--- src/rtl/divstep_pkg.sv ---
package divstep_pkg;

    typedef enum logic [1:0] {
        OP_UINIT = 2'b00,
        OP_SINIT = 2'b01,
        OP_STEP  = 2'b10,
        OP_RUN   = 2'b11
    } divop_e;

    typedef struct packed {
        logic q;
        logic m;
        logic t;
    } divflags_t;

    function automatic divflags_t signed_init(input logic rem_msb, input logic div_msb);
        divflags_t f;
        f.q = rem_msb;
        f.m = div_msb;
        f.t = rem_msb ^ div_msb;
        return f;
    endfunction

endpackage

--- src/rtl/divstep_alu.sv ---
module divstep_alu
    import divstep_pkg::*;
#(
    parameter int  W            = 32,
    parameter bit  SHARED_ADDER = 1'b1
) (
    input  logic [W-1:0] rem_i,
    input  logic [W-1:0] div_i,
    input  divflags_t    flags_i,
    output logic [W-1:0] rem_o,
    output divflags_t    flags_o
);
    logic [W-1:0] shifted;
    logic [W-1:0] result;
    logic         do_sub;
    logic         cy;
    logic         q_pre;

    assign shifted = {rem_i[W-2:0], flags_i.t};
    assign do_sub  = (flags_i.q == flags_i.m);
    assign q_pre   = rem_i[W-1];

    generate
        if (SHARED_ADDER) begin : g_shared
            logic [W-1:0] operand;
            assign operand = do_sub ? ~div_i : div_i;
            assign result  = shifted + operand + {{(W-1){1'b0}}, do_sub};
        end else begin : g_split
            logic [W-1:0] diff;
            logic [W-1:0] sum;
            assign diff   = shifted - div_i;
            assign sum    = shifted + div_i;
            assign result = do_sub ? diff : sum;
        end
    endgenerate

    assign cy = do_sub ? (result > shifted) : (result < shifted);

    always_comb begin
        flags_o.m = flags_i.m;
        flags_o.q = flags_i.m ? (~q_pre ^ cy) : (q_pre ^ cy);
        flags_o.t = (flags_o.q == flags_i.m);
        rem_o     = result;
    end

endmodule

--- src/rtl/divstep_ctrl.sv ---
module divstep_ctrl
    import divstep_pkg::*;
#(
    parameter int STEPS = 32
) (
    input  logic   clk,
    input  logic   rst,
    input  logic   start,
    input  divop_e op,
    output logic   fire_uinit,
    output logic   fire_sinit,
    output logic   fire_step,
    output logic   fire_load,
    output logic   run_step,
    output logic   busy,
    output logic   done
);
    localparam int CW = (STEPS > 1) ? $clog2(STEPS) : 1;
    localparam logic [CW-1:0] LAST = CW'(STEPS - 1);

    logic          accept;
    logic          last;
    logic [CW-1:0] cnt;

    assign accept     = start && !busy;
    assign fire_uinit = accept && (op == OP_UINIT);
    assign fire_sinit = accept && (op == OP_SINIT);
    assign fire_step  = accept && (op == OP_STEP);
    assign fire_load  = accept && (op == OP_RUN);
    assign run_step   = busy;
    assign last       = (cnt == LAST);

    always_ff @(posedge clk) begin
        if (rst) begin
            busy <= 1'b0;
            cnt  <= '0;
            done <= 1'b0;
        end else begin
            done <= fire_uinit || fire_sinit || fire_step || (busy && last);
            if (fire_load) begin
                busy <= 1'b1;
                cnt  <= '0;
            end else if (busy) begin
                cnt <= cnt + 1'b1;
                if (last) busy <= 1'b0;
            end
        end
    end

    // a run keeps going until its final step
    p_busy_hold_r8: assert property (@(posedge clk) disable iff (rst)
        (busy && !last) |=> busy);

    // the end of a run coincides with the done pulse
    p_done_end_r8: assert property (@(posedge clk) disable iff (rst)
        (busy && last) |=> (!busy && done));

    // a start during a run only advances the step count
    p_ignore_start_r10: assert property (@(posedge clk) disable iff (rst)
        (start && busy && !last) |=> (busy && cnt == $past(cnt) + 1'b1));

    // single operations finish in one edge
    p_single_done_r7: assert property (@(posedge clk) disable iff (rst)
        (start && !busy && op != OP_RUN) |=> (done && !busy));

endmodule

--- src/rtl/divstep_unit.sv ---
module divstep_unit
    import divstep_pkg::*;
#(
    parameter int W     = 32,
    parameter int STEPS = W
) (
    input  logic         clk,
    input  logic         rst,
    input  logic         start,
    input  logic [1:0]   op,
    input  logic [W-1:0] opa,
    input  logic [W-1:0] opb,
    output logic [W-1:0] rem_out,
    output logic [W-1:0] quo_out,
    output logic         q_out,
    output logic         m_out,
    output logic         t_out,
    output logic         busy,
    output logic         done
);
    divop_e       op_e;
    logic         fire_uinit, fire_sinit, fire_step, fire_load, run_step;
    logic [W-1:0] rem_q, div_q, quo_q;
    divflags_t    flags_q;
    logic [W-1:0] alu_rem_in, alu_div_in, alu_rem_out;
    divflags_t    alu_flags_out;

    assign op_e = divop_e'(op);

    divstep_ctrl #(.STEPS(STEPS)) u_ctrl (
        .clk        (clk),
        .rst        (rst),
        .start      (start),
        .op         (op_e),
        .fire_uinit (fire_uinit),
        .fire_sinit (fire_sinit),
        .fire_step  (fire_step),
        .fire_load  (fire_load),
        .run_step   (run_step),
        .busy       (busy),
        .done       (done)
    );

    assign alu_rem_in = fire_step ? opa : rem_q;
    assign alu_div_in = fire_step ? opb : div_q;

    divstep_alu #(.W(W), .SHARED_ADDER(1'b1)) u_alu (
        .rem_i   (alu_rem_in),
        .div_i   (alu_div_in),
        .flags_i (flags_q),
        .rem_o   (alu_rem_out),
        .flags_o (alu_flags_out)
    );

    always_ff @(posedge clk) begin
        if (rst) begin
            rem_q   <= '0;
            div_q   <= '0;
            quo_q   <= '0;
            flags_q <= '0;
        end else if (fire_uinit) begin
            rem_q   <= opa;
            div_q   <= opb;
            flags_q <= '0;
        end else if (fire_sinit) begin
            rem_q   <= opa;
            div_q   <= opb;
            flags_q <= signed_init(opa[W-1], opb[W-1]);
        end else if (fire_step) begin
            rem_q   <= alu_rem_out;
            div_q   <= opb;
            flags_q <= alu_flags_out;
        end else if (fire_load) begin
            rem_q <= opa;
            div_q <= opb;
            quo_q <= '0;
        end else if (run_step) begin
            rem_q   <= alu_rem_out;
            flags_q <= alu_flags_out;
            quo_q   <= {quo_q[W-2:0], alu_flags_out.t};
        end
    end

    assign rem_out = rem_q;
    assign quo_out = quo_q;
    assign q_out   = flags_q.q;
    assign m_out   = flags_q.m;
    assign t_out   = flags_q.t;

    // signed initialise takes both sign bits
    p_sinit_r2: assert property (@(posedge clk) disable iff (rst)
        (start && !busy && op == 2'b01) |=>
            (q_out == $past(opa[W-1]) && m_out == $past(opb[W-1]) && t_out == (q_out ^ m_out)));

    // unsigned initialise clears the flags
    p_uinit_r3: assert property (@(posedge clk) disable iff (rst)
        (start && !busy && op == 2'b00) |=> (!q_out && !m_out && !t_out));

    // after any step T reports Q == M
    p_t_rule_r6: assert property (@(posedge clk) disable iff (rst)
        ((start && !busy && op == 2'b10) || busy) |=> (t_out == (q_out == m_out)));

    // the newest quotient bit is the step's T
    p_quo_shift_r9: assert property (@(posedge clk) disable iff (rst)
        busy |=> (quo_out[0] == t_out && quo_out[W-1:1] == $past(quo_out[W-2:0])));

    // a single step leaves the quotient alone
    p_step_quo_r11: assert property (@(posedge clk) disable iff (rst)
        (start && !busy && op == 2'b10) |=> $stable(quo_out));

endmodule

--- config.mk ---
export PLATFORM = sky130hd
export DESIGN_NAME = divstep_unit
export DESIGN_NICKNAME = d
export VERILOG_FILES = /design/src/rtl/divstep_pkg.sv /design/src/rtl/divstep_alu.sv /design/src/rtl/divstep_ctrl.sv /design/src/rtl/divstep_unit.sv
export SDC_FILE = /design/constraint.sdc
export NUM_CORES = 1
export LEC_CHECK = 0
export ABC_CLOCK_PERIOD_IN_PS = 9850
export BUFFER_PORTS_ARGS = -buffer_cell sky130_fd_sc_hd__buf_2
export CORE_UTILIZATION = 55
export DETAILED_ROUTE_END_ITERATION = 10
export PLACE_DENSITY_LB_ADDON = 0.25
export SLEW_MARGIN = 20
export SYNTH_ARGS = -nofsm -noshare
export SYNTH_HDL_FRONTEND = slang
export SYNTH_SLANG_ARGS = --single-unit
export TNS_END_PERCENT = 50
--- constraint.sdc ---
create_clock -name clk -period 9.85 [get_ports clk]
set_input_delay 1.4775 -clock clk [delete_from_list [all_inputs] [get_ports clk]]
set_output_delay 1.4775 -clock clk [all_outputs]
set_load 0.01 [all_outputs]
### Word level (Yosys, flattened, before mapping)

Index checks and enable logic that the tools add are counted.

| operators by class | value |
|---|---|
| add/subtract/negate cells | 3 |
| $lt $le $gt $ge | 2 |
| eq/ne operators | 7 |
| multiplexer cells | 23 |
| bitwise operators | 8 |
| reduce and logical (&&, ||, !) cells | 19 |

Operators with widths:

| operator | number |
|---|---|
| $mux 32 | 14 |
| $add 32x1->32 | 1 |
| $add 32x32->32 | 1 |
| $gt 32x32->1 | 1 |
| $lt 32x32->1 | 1 |
| $not 32->32 | 1 |
| $mux 3 | 4 |
| $logic_and 1x1->1 | 6 |
| $add 5x1->5 const B | 1 |
| $eq 5x5->1 const B | 1 |
| $mux 1 | 5 |
| $reduce_bool 5->1 | 1 |
| $eq 2x2->1 const B | 2 |
| $not 1->1 | 4 |
| $reduce_and 4->1 | 1 |
| $reduce_bool 4->1 | 1 |
| $reduce_or 2->1 | 2 |
| $logic_or 1x1->1 | 3 |
| $ne 3x2->1 const B | 1 |
| $reduce_bool 3->1 | 1 |
| $xor 1x1->1 | 3 |
| $eq 1x1->1 | 2 |
| $eq 2x1->1 const B | 1 |
| $logic_not 2->1 | 1 |
| other kinds (3) | 3 |

| storage, ports and cells | value |
|---|---|
| register bits | 106 |
| input bits | 69 |
| output and inout port bits | 69 |
| logic and storage cells | 71 |

### Logic depth before layout (Yosys ltp)

| logic depth | value |
|---|---|
| depth after elaboration | 17 |
| depth in mapped cells | 27 |
| mapped depth without buffers | 24 |

### By module

A second synthesis with hierarchy kept.

| second synthesis, totals | value |
|---|---|
| cell total of the unflattened synthesis | 1,039 |
| area, all modules | 8,326.7 um^2 |

By module, submodules not included:

| module | instances | cells an instance | area an instance (um^2) | seq. area each (um^2) |
|---|---|---|---|---|
| divstep_unit | 1 | 571 | 4,916.0 | 1,981.9 |
| divstep_alu | 1 | 431 | 3,034.2 | 0.0 |
| divstep_ctrl | 1 | 37 | 376.6 | 140.1 |

### Worst setup path before layout

Ideal clock, no wire load.

| path | value |
|---|---|
| kind | input-to-reg |
| start | input op[1] |
| end | register flags_q, in the netlist q_out |
| setup time | 0.074 ns |
| arrival time | 7.366 ns |
| required time | 9.776 ns |
| slack | 2.409 ns |
| stages | 25 |
| path buffers | 3 |
| cells stage by stage | clkbuf_1 and4bb_2 clkbuf_1 buf_1 mux2i_1 inv_1 fa_1 a21o_1 a311o_1 nand4_1 nand2_2 a311oi_4 o21ai_1 or4_4 a21oi_1 xnor2_1 ha_1 nand4_1 nor2_1 a221oi_1 o211ai_1 a221oi_1 mux2_2 xor3_1 o21ai_0 |

| between the ends | value |
|---|---|
| longest elaborated chain between the ends | 15 |
| elaborated cells between the ends (all ways) | 29 |
| classes of those cells | add/sub (2); order compare (2); eq/ne (4); mux (9); bitwise (4); reduce/logical (8) |

RTL lines:

| item | line | text |
|---|---|---|
| from (decl) | divstep_unit.sv:10 | `input logic [1:0] op,` |
| $eq 2x2->1 | divstep_ctrl.sv:28 | `assign fire_step = accept && (op == OP_STEP);` |
| $logic_and 1x1->1 | divstep_ctrl.sv:28 |  |
| $mux 32 | divstep_unit.sv:45 | `assign alu_div_in = fire_step ? opb : div_q;` |
| $not 32->32 | divstep_alu.sv:26 | `assign operand = do_sub ? ~div_i : div_i;` |
| $mux 32 | divstep_alu.sv:26 |  |
| $add 32x32->32 | divstep_alu.sv:27 | `assign result = shifted + operand + {{(W-1){1'b0}}, do_sub};` |
| $add 32x1->32 | divstep_alu.sv:27 |  |
| $lt 32x32->1 or $gt 32x32->1 (tied branches) | divstep_alu.sv:37 | `assign cy = do_sub ? (result > shifted) : (result < shifted);` |
| $mux 1 | divstep_alu.sv:37 |  |
| $xor 1x1->1 | divstep_alu.sv:41 | `flags_o.q = flags_i.m ? (~q_pre ^ cy) : (q_pre ^ cy);` |
| $mux 1 | divstep_alu.sv:41 |  |
| $mux 3 | divstep_unit.sv:77 | `end else if (run_step) begin` |
| $mux 3 | divstep_unit.sv:73 | `end else if (fire_load) begin` |
| $mux 3 | divstep_unit.sv:69 | `end else if (fire_step) begin` |
| $mux 3 | divstep_unit.sv:65 | `end else if (fire_sinit) begin` |
| to (signal assigned) | divstep_unit.sv:68 | `flags_q <= signed_init(opa[W-1], opb[W-1]);` |
| to (signal assigned) | divstep_unit.sv:72 | `flags_q <= alu_flags_out;` |
| to (signal assigned) | divstep_unit.sv:79 | `flags_q <= alu_flags_out;` |
| to (decl) | divstep_unit.sv:24 | `divflags_t flags_q;` |

Parallel ways exist; a longest one is shown, timed or not. The select of a mux whose other input is x is not followed.
A chain may end at the register's enable or synchronous reset.

### Worst setup path after layout

| path | value |
|---|---|
| start | input op[0] |
| end | register flags_q, in the netlist q_out |

Same word-level chain as after synthesis.

==> results.md <==
Run status:
- The run finished with clean final reports.

Logic synthesis:
- The total nets after synthesis is 1098.
- The number of synthesized register bits is 106.
- The most common flop cell mapped by yosys is sky130_fd_sc_hd__dfxtp_1.
- The number of warnings issued by yosys is 0.
- The post-synthesis cell type with the largest combined area is sky130_fd_sc_hd__dfxtp_1.
- The number of distinct library cells after synthesis is 65.
- A synthesized cell averages 7.95 um2.
- The post-synthesis cell area is 0.00767 mm2.
- Sorting the synthesized cells by area gives the leading types as sky130_fd_sc_hd__dfxtp_1 28%, sky130_fd_sc_hd__ha_1 10%, sky130_fd_sc_hd__mux2i_1 8.2%, sky130_fd_sc_hd__xnor2_1 6.7%, sky130_fd_sc_hd__nand2_1 6.3%.
- The fraction of synthesis flops using an asynchronous set or reset pin is 0.
- After technology mapping, the gate count stands at roughly 960.
- The top-area cell type share of the netlist area is 0.277.
- For this run, the register share of the synthesized area comes to 0.277.
- Counting flops with a built-in enable in the synthesized netlist gives 0.

Layout:
- Of the cells placed in the final design, the portion with a size suffix greater than 1 is 0.176.
- The number of inserted filler cells in the final layout is ~1200.
- The final core area utilization is 0.655.
- The area taken by flip-flops and latches is between 0.002 and 0.0025 mm2.
- The final antenna diode count is 0.
- The multi-input combinational cells in the finished layout cover a total of 0.00520 mm2.
- In the layout the commonest cells are 137 x sky130_fd_sc_hd__buf_2, 128 x sky130_fd_sc_hd__nand2_1, 106 x sky130_fd_sc_hd__dfxtp_1.
- The final layout contains 1200 nets.
- The signed area change from the synthesized netlist to the final layout is 14.5%.
- The library cell used most frequently in the layout, excluding fill and tap cells, is sky130_fd_sc_hd__buf_2.

Route:
- The overall routed net length is between 20000 and 25000 um.
- The count of nets left with antenna violations once routing finished came out at 0.
- In the routed layout, each cell is associated on average with a via count of about 5.9.
- The first-iteration detailed-routing DRC count is 502.
- In the routed design, unresolved DRC markers number 0.
- The total number of vias is 7319.
- Dividing the detail-routed wire length by the instance count gives 16.5 um.
- The first-pass iteration count of the detailed router is 5.

Timing:
- After routing, the total negative slack on setup checks comes to 0 ps.
- The count of endpoints failing hold in the final timing report was 0.
- Setup repair after global routing left no endpoint under its margin.
- For the pin with the worst max-slew slack, the measured transition is around 920 ps.
- The clock arrives with approximately 11 ps of skew.
- The ratio of final minimum period to clock period is 0.756.
- The number of max-slew violations in the final report is 0.
- Static timing analysis puts the maximum clock frequency at roughly 0.13 GHz.
- The smallest clock period supported by the final layout is computed as ~7400 ps.
- The worst slew slack as a fraction of its limit is 0.386.
- Setup violations remaining at the end of the flow were counted as 0.

Worst setup path:
- The path type of the worst setup path is in -> reg.
- The worst setup path is captured at a flip-flop.
- The depth of the most critical reg-to-reg path is 23.
- The number of buffer and inverter stages on the critical path is 1.
- In this run the critical register-to-register path is captured at q_out.
- The setup slack of the worst register-to-register path is about 3400 ps.
- The critical path's slowest cell is sky130_fd_sc_hd__and4bb_4.
- Along the worst path, the maximum fanout reaches 41.
- The startpoint kind of the worst setup timing path is an input pin.
- At the worst endpoint, the arrival time is 7750 ps.
- On the worst path, the slowest cell contributes a delay of between 800 and 900 ps.
- Walking the worst path, the cells encountered are buf_2 -> and4bb_4 -> mux2_2 -> nand2_1 -> o21ai_0 -> fa_1 -> a21o_1 -> a311o_1 -> nand4_1 -> nand2_2 -> a311oi_4 -> o21ai_1 -> or4_4 -> a21oi_1 -> xnor2_1 -> ha_1 -> nand4_1 -> nor2_1 -> a221oi_1 -> o211ai_1 -> a221oi_1 -> mux2_2 -> xor3_1 -> o21ai_0.
- The critical path starts at op[0].
- The cell family contributing the most delay on the critical path is compound AO/OA/AOI/OAI gates.
- The number of cells on the critical path is 24.
- The worst register-to-register path begins at u_ctrl.busy.
- The worst path required time is slightly above 10000 ps.

Clock network:
- The number of setup buffers added after CTS is 0.
- The tree is rooted in a sky130_fd_sc_hd__clkbuf_16.
- The CTS tree is built.
- In this run the number of H-tree levels came out at 3.
- The number of buffers created by CTS is 9.
- The buffer depth of the longest clock path is 2.
- After clock tree synthesis, the flow added hold-fix buffers numbering 0.
- The number of gates given a new drive strength after cts is 0.
- The number of sinks driven by the clock tree is 106.
- The later pin in the worst-skew pair is clocked with a latency of approximately 370 ps.
- Clock-pin slew was measured on the worst setup and hold paths at around 80 ps.

GRT:
- The pin count of the biggest net entering global routing is 61.
- The via count of the first global-routing pass is 6883.
- The fraction of met1 tracks used by global routing is 0.413.
- The overflow left after global routing is 0.
- The global routing met3 resource utilization is 0.0556.
- The wire length of the first global-routing pass is 33900 um.
- In the global route stage, met2 resource usage came out at 0.458.
- The global routing stage identified its most utilized layer as met2.
- The initial antenna violation count was 0.
- Across every metal layer, demand over resource in global routing totals 0.294.

Placed design:
- The half-perimeter wire length after detailed placement is 15000 um.
- The count of input and output buffers is approximately 140.
- Routability-driven placement finished with a final weighted congestion of between 0.9 and 1.

Die:
- Measured along the x axis, the die boundary spans roughly 120 um.
- The floorplan step set the die height to 120 um.
- In this run the count of I/O pins placed on the die edge is 138.
- The number of core rows is 42.
- The placeable core region is between 0.01 and 0.015 mm2.
- For this configuration, the core starts out at a cell density of 0.572.
- The die area is about 0.014 mm2.

Hold path:
- The worst hold path terminates at div_q[27].
- The class of the worst hold path is reg -> reg.
- In this run the most critical hold path is launched from div_q[27].
- The number of cells on the worst hold path is 2.

Pwr:
- The leakage power of the design is approximately 0.0040 uW.
- The total power divided by cell area is 357 mW/mm2.
- The worst vdd rail ir drop is roughly 0.14 mV.

Run:
- Max-cap violations in this run came to 0.
-- worst register-to-register path, delay by kind of cell (launching register included) --
kind                     cells  cell delay (ps)
flip-flops                   1              330
AND/OR/NAND/NOR              7             1800
multiplexers                 2              890
XOR/XNOR                     2              500
AO/OA/AOI/OAI               10             2210
adder cells (fa/ha/maj)      2              690
-- layout make-up --
class | instances | area share
clock buffer | 9 | 0.0257
clock inverter | 7 | 0.00941
inverter | 43 | 0.0184
multi-input combinational | 758 | 0.592
sequential | 106 | 0.242
tap | 176 | 0.0251
timing repair buffer | 148 | 0.0875
-- routing by layer --
| metal | up-vias | wire length, um |
|---|---|---|
| met4 | 0 | 327 |
| met5 | - | 0 |
| met2 | 267 | 9150 |
| met3 | 24 | 1420 |
| met1 | 3401 | 9720 |
| li1 | 3627 | - |
-- sequential cells by signal, summed over array words and instances (netlist names) --
register and cells:
rem_out 32, t_out 1, u_ctrl.busy 1, quo_out 32, q_out 1, m_out 1
u_ctrl.done 1, u_ctrl.cnt 5, div_q 32
-- where the power goes --
| group | switching [uW] | internal [uW] |
|---|---|---|
| clock | 196 | 182 |
| sequential | 45.4 | 484 |
| combinational | 1270 | 949 |
| total | 1520 | 1620 |
-- synth_stat cells, types with 2 or more instances --
master and number:
sky130_fd_sc_hd__nand2_1 128, sky130_fd_sc_hd__dfxtp_1 106, sky130_fd_sc_hd__a21oi_1 88, sky130_fd_sc_hd__nor2_1 87
sky130_fd_sc_hd__ha_1 64, sky130_fd_sc_hd__mux2i_1 63, sky130_fd_sc_hd__xnor2_1 59, sky130_fd_sc_hd__clkbuf_1 47
sky130_fd_sc_hd__inv_1 43, sky130_fd_sc_hd__a22oi_1 33, sky130_fd_sc_hd__o21ai_0 32, sky130_fd_sc_hd__a21o_1 25
sky130_fd_sc_hd__a211oi_1 23, sky130_fd_sc_hd__nand3_1 16, sky130_fd_sc_hd__nand4_1 13, sky130_fd_sc_hd__a311oi_1 11
sky130_fd_sc_hd__xor2_1 10, sky130_fd_sc_hd__nand2b_1 9, sky130_fd_sc_hd__a31oi_1 8, sky130_fd_sc_hd__buf_1 8
sky130_fd_sc_hd__mux2_2 8, sky130_fd_sc_hd__nor2b_1 8, sky130_fd_sc_hd__and3_1 6, sky130_fd_sc_hd__o211ai_1 5
sky130_fd_sc_hd__a221oi_1 4, sky130_fd_sc_hd__nor3_1 4, sky130_fd_sc_hd__o21a_1 4, sky130_fd_sc_hd__or3_1 4
sky130_fd_sc_hd__and2_1 3, sky130_fd_sc_hd__nor4_1 3, sky130_fd_sc_hd__o21ai_1 3, sky130_fd_sc_hd__o31ai_1 3
sky130_fd_sc_hd__a211o_1 2, sky130_fd_sc_hd__a21boi_0 2, sky130_fd_sc_hd__and4_1 2
-- worst max path at each step --
stage                     slack, ps     to
after floorplan                2410  q_out
after global placement         2240  q_out
after detailed placement       2060  q_out
after CTS                      2410  q_out
after global routing           1970  q_out
final                          2400  q_out
-- metrics by stage --
stage          hold slack [ps]  instance area (um2)  setup WS (ps)  power (uW)  cells
3_5_place_dp               446                 8460           2060        2700   1231
2_1_floorplan              436                 7670           2410        2200    964
4_1_cts                    457                 8770           2410        3100   1247
3_3_place_gp               440                 8460           2240        2670   1231
6_report                   455                 8780           2400        3130   1247
5_1_grt                    470                 8780           1970        3420   1247
-- logic make-up (layout without fill, tap and decap cells) --
kind of cell | after synthesis | count (layout) | share of synthesized area
buf+inv | 100 | 207 | 0.0501
mux | 71 | 71 | 0.0940
simple gates | 296 | 296 | 0.173
compound gates | 256 | 256 | 0.217
xor+xnor | 70 | 70 | 0.0819
flops | 106 | 106 | 0.277
fa+ha+maj | 65 | 65 | 0.107
Note: power is estimated with default switching activity, not from simulation.
